## config.mk

```make
export PLATFORM = sky130hd
export DESIGN_NAME = fpstat_update
export DESIGN_NICKNAME = d
export VERILOG_FILES = /design/src/rtl/fpstat_update.sv
export SDC_FILE = /design/constraint.sdc
export NUM_CORES = 1
export LEC_CHECK = 0
export ABC_AREA = 0
export ABC_CLOCK_PERIOD_IN_PS = 2100
export BUFFER_PORTS_ARGS = -buffer_cell sky130_fd_sc_hd__buf_2
export CAP_MARGIN = 20
export CELL_PAD_IN_SITES_DETAIL_PLACEMENT = 2
export CELL_PAD_IN_SITES_GLOBAL_PLACEMENT = 2
export CORE_ASPECT_RATIO = 1.1
export CORE_MARGIN = 8
export CORE_UTILIZATION = 14
export CTS_CLUSTER_DIAMETER = 150
export DETAILED_ROUTE_END_ITERATION = 8
export MAX_ROUTING_LAYER = met4
export PLACE_DENSITY_LB_ADDON = 0.1
export SYNTH_ARGS = -nofsm -noshare
export SYNTH_HDL_FRONTEND = slang
export SYNTH_SLANG_ARGS = --single-unit
```

## constraint.sdc

```tcl
create_clock -name clk -period 2.1 [get_ports clk]
set_input_delay 0.42 -clock clk [delete_from_list [all_inputs] [get_ports clk]]
set_output_delay 0.42 -clock clk [all_outputs]
set_load 0.005 [all_outputs]
```

## src/rtl/fpstat_update.sv

```systemverilog
module fpstat_update #(
  parameter int DW = 64,
  parameter int EW = 11
) (
  input  logic          clk,
  input  logic          rst_n,
  input  logic          clr,
  input  logic          vld,
  input  logic          unit_en,
  input  logic          f_snan,
  input  logic          f_imz,
  input  logic          f_isi,
  input  logic          f_ovf,
  input  logic          f_unf,
  input  logic          f_inx,
  input  logic          rnd_up,
  input  logic [DW-1:0] res,
  input  logic          inv_en,
  input  logic          ovf_en,
  input  logic          unf_en,
  input  logic          inx_en,
  output logic [5:0]    stk,
  output logic          fx,
  output logic          vx,
  output logic          fex,
  output logic          fr,
  output logic          fi,
  output logic [4:0]    fprf,
  output logic          unavail,
  output logic [1:0]    dst_we,
  output logic [2*DW-1:0] dst_wdata
);
  localparam int FW = DW - EW - 1;

  logic          op, inv_any, trap;
  logic [5:0]    flags, stk_base;
  logic          fx_base;
  logic          sgn, e_max, e_min, f_nz;
  logic [4:0]    cls;

  assign op       = vld & unit_en;
  assign flags    = {f_snan, f_imz, f_isi, f_ovf, f_unf, f_inx};
  assign inv_any  = |flags[5:3];
  assign trap     = inv_en & inv_any;
  assign stk_base = clr ? 6'b0 : stk;
  assign fx_base  = clr ? 1'b0 : fx;

  assign sgn   = res[DW-1];
  assign e_max = &res[DW-2:FW];
  assign e_min = ~|res[DW-2:FW];
  assign f_nz  = |res[FW-1:0];

  always_comb begin
    if (e_max && f_nz)      cls = 5'b10001;
    else if (e_max)         cls = sgn ? 5'b01001 : 5'b00101;
    else if (e_min && f_nz) cls = sgn ? 5'b11000 : 5'b10100;
    else if (e_min)         cls = sgn ? 5'b10010 : 5'b00010;
    else                    cls = sgn ? 5'b01000 : 5'b00100;
  end

  always_ff @(posedge clk) begin
    if (!rst_n) begin
      stk  <= '0;
      fx   <= 1'b0;
      fr   <= 1'b0;
      fi   <= 1'b0;
      fprf <= '0;
    end else begin
      if (clr) begin
        stk <= '0;
        fx  <= 1'b0;
      end
      if (op) begin
        stk <= stk_base | flags;
        fx  <= fx_base | (|(flags & ~stk_base));
        if (trap) begin
          fr <= 1'b0;
          fi <= 1'b0;
        end else begin
          fr   <= rnd_up;
          fi   <= f_inx;
          fprf <= cls;
        end
      end
    end
  end

  assign vx  = |stk[5:3];
  assign fex = (vx & inv_en) | (stk[2] & ovf_en) | (stk[1] & unf_en) | (stk[0] & inx_en);

  assign unavail   = vld & ~unit_en;
  assign dst_we    = {op & ~trap, op};
  assign dst_wdata = {{DW{1'b0}}, res};


  sticky_hold_chk: assert property (@(posedge clk) disable iff (!rst_n)
    !clr |=> ((stk & $past(stk)) == $past(stk)));


  trap_fields_chk: assert property (@(posedge clk) disable iff (!rst_n)
    (vld && unit_en && inv_en && (f_snan || f_imz || f_isi)) |=> (!fr && !fi && $stable(fprf)));


  refused_chk: assert property (@(posedge clk) disable iff (!rst_n)
    (vld && !unit_en && !clr) |=> ($stable(stk) && $stable(fx) && $stable(fprf) && $stable(fr) && $stable(fi)));


  idle_chk: assert property (@(posedge clk) disable iff (!rst_n)
    (!vld && !clr) |=> ($stable(stk) && $stable(fx) && $stable(fprf) && $stable(fr) && $stable(fi)));


  upper_zero_chk: assert property (@(posedge clk) disable iff (!rst_n)
    dst_we[1] |-> (dst_we[0] && dst_wdata[2*DW-1:DW] == '0));


  fx_hold_chk: assert property (@(posedge clk) disable iff (!rst_n)
    (fx && !clr) |=> fx);
endmodule

```

==> key figures <==
Outcome
  – Status: finished, final reports clean

Routing
  – Met3 routed WL: 736 µm
  – Post-route ant nets: 0
  – Iter 0 DRT Violations: 24
  – Routed vias: 1714
  – Routed WL: just under 8000 µm
  – Top Layer Used: met4
  – DR WL/cell: ~16 µm
  – TritonRoute pass-1 iters: 4
  – WL met1: 2840 µm
  – WL met2: about 4300 µm
  – Vias per cell: between 3 and 4
  – DR DRC count: 0

GRT
  – Overflow after GRT: 0
  – Largest net degree at the start of global routing: 17
  – Overall routing resource usage: 8.99%
  – Initial antenna violation count: 0
  – Number of global-route vias before repair: 2153
  – First-pass GRT wire length: around 12000 µm

Pwr
  – VDD IR max: 279 µV
  – Pwr/cell area: 442 nW/µm²
  – LEAKAGE: 1.21 nW
  – Power Total: 0.982 mW

Floorplanning
  – Core Area: 12600 µm²
  – Starting density of the core: about 14%
  – Full die area: 16900 µm²
  – Row count: 43
  – IO Pins: 227
  – Die height: about 140 µm
  – DIE WIDTH: 125 µm

Hold path
  – Hold Path End: fprf[2]$_SDFFE_PN0P_
  – Hold path start: res[63]
  – Hold crit path type: input port to flip-flop
  – Hold Path Stages: 2

Timing
  – Tmin final: 1.97 ns
  – RSZ-0062 raised after global routing: no
  – Final Skew: 0.00429 ns
  – Final Max Slew Viols: 0
  – Setup violations, final: 0
  – Setup slack after layout: ~0.13 ns
  – Final Hold Fails: 0
  – Fmax: 0.508 GHz
  – Final period util: 93.8%

Setup path
  – Worst-path fanout max: 2
  – Critical Path RT: 2.27 ns
  – Arr. time, crit path: 2.14 ns
  – Worst setup EP type: flip-flop
  – CP peak stage delay: 0.41 ns
  – R2R depth: 5
  – Setup slack, reg-to-reg: 0.82 ns
  – WS Path Type: input port to flip-flop
  – Critical-path top delay cell: nor4_1
  – Buf+Inv Stages, Crit Path: 2
  – CP top delay family: simple AND/OR/NAND/NOR gates
  – Worst R2R End: fx$_SDFF_PN0_
  – Worst r2r src: stk[1]$_SDFF_PN0_
  – Worst path cell trace: buf_2 > nor4_1 > buf_4 > nand4_1 > nor4_4 > mux2_4 > o31ai_2
  – Crit start category: input port

Layout
  – Most frequent cells in the layout: buf_2 (162), conb_1 (64), nor4_1 (14), dfxtp_1 (14), nor2b_1 (13)
  – Layout cells sized above 1: 54.2%
  – Footprint of the multi-input gates: 793 µm²
  – P&R area growth vs syn: 22.3%
  – Fillers: 1550
  – Sequential cell area: 280 µm²
  – # nets final: 417
  – N_diodes: 0
  – Most common cell after layout, fill and taps aside: buf_2
  – Post-route design area: 2220 µm²

Synth
  – Syn Inst Count: 231
  – Avg Cell Area, Syn: 7.86 µm²
  – Syn. warnings: 0
  – Post-synth EDFFs: 0
  – Asr flop ratio synth: 0%
  – Top_reg_cell synth: dfxtp_1
  – Register area share after synthesis: around 15%
  – Synth Register Bits: 14
  – Syn Std Cell Area: 1820 µm²
  – Synth unique cells: 28

Clock network
  – Clock slew at reported path FFs: 0.05 ns
  – Clk buf depth: 2
  – Clock Sink Count: 14
  – TritonCTS clock tree: yes
  – Clock Tree Root: clkbuf_16
  – # hold bufs at CTS: 0
  – H-Tree Level Count: 1
  – CTS resizes: 0
  – TritonCTS Buffers: 3
  – Worst-Skew Late Latency: 0.25 ns
  – Setup bufs post-CTS: 0

Placed design
  – Post-DP HPWL: 7420 µm
  – Final GP Congestion: roughly 0.75
  – Setup WS pre-CTS: -0.181 ns
  – Port Buf Inserts: 162
  – Area after DPL: about 2100 µm²

Run
  – Max Cap Viol: 0
## synth_stat cells (all sizes together), types with 2 or more instances
library cell / count / area (µm²)
a21boi: 4 / 30.0
o31ai: 2 / 25.0
nand2: 12 / 47.6
nand3: 8 / 40.0
nor2b: 13 / 81.3
nand2b: 6 / 37.5
nand4: 5 / 31.3
a21oi: 5 / 25.0
buf: 129 / 968
nor4: 17 / 134
inv: 2 / 7.51
a22oi: 2 / 15.0
dfxtp: 14 / 280
## report_power, final
group | switching, mW | internal [mW] | leakage, nW | total (mW)
Combinational | 0.157 | 0.130 | 1.05 | 0.287
Sequential | 0.00600 | 0.274 | 0.114 | 0.280
Clock | 0.126 | 0.290 | 0.0442 | 0.416
## routing by layer
layer / GRT usage [%] / vias to the layer above
li1: - / 793
met1: 8.62 / 783
met2: 17.0 / 134
met3: 3.17 / 4
met4: 2.01 / 0
met5: - / -
## stage by stage
step / TNS, ns / utilization, % / hold slack, ns / cells
after CTS: 0 / 17.6 / 0.430 / 493
after detailed placement: -0.408 / 16.9 / 0.448 / 489
after global routing: 0 / 17.6 / 0.451 / 493
after global placement: -0.485 / 16.9 / 0.444 / 489
final: 0 / 17.6 / 0.419 / 493
after floorplan: 0 / - / 0.447 / 294
## sequential cells by signal, summed over array words and instances (netlist names)
register and count:
fi 1, fprf 5, fr 1, fx 1, stk 6
## worst reg2reg max path, cell delays in order, from the launching register on
cell	delay [ns]
dfxtp_1	0.38
nand2b_1	0.13
nand4_1	0.10
a221oi_1	0.25
a21oi_1	0.11
o21a_1	0.19
## area by class of cell
type | instances | share of cell area (%)
clock buffers | 4 | 4.00
inverters | 2 | 0.338
multi-input cells | 148 | 35.7
flip-flops and latches | 14 | 12.6
well taps | 157 | 8.84
repair buffers | 168 | 38.5
## cells by family (layout without fill, tap and decap cells)
kind of cell	after synthesis	after routing	synth area share [%]
AO/OA/AOI/OAI	19	19	8.06
flip-flops	14	14	15.4
AND/OR/NAND/NOR	64	64	21.6
buffers and inverters	132	174	53.9
multiplexers	1	1	0.826
other	1	64	0.206
## how the worst max path moves through the flow
stage | from | cells after the start | end
after floorplan | res[27] | 5 | fprf[2]$_SDFFE_PN0P_
after global placement | res[41] | 7 | fprf[2]$_SDFFE_PN0P_
after detailed placement | res[41] | 7 | fprf[2]$_SDFFE_PN0P_
after CTS | res[41] | 7 | fprf[2]$_SDFFE_PN0P_
after global routing | res[41] | 7 | fprf[2]$_SDFFE_PN0P_
final | res[41] | 7 | fprf[2]$_SDFFE_PN0P_
Power figures use the tool's default switching activity.
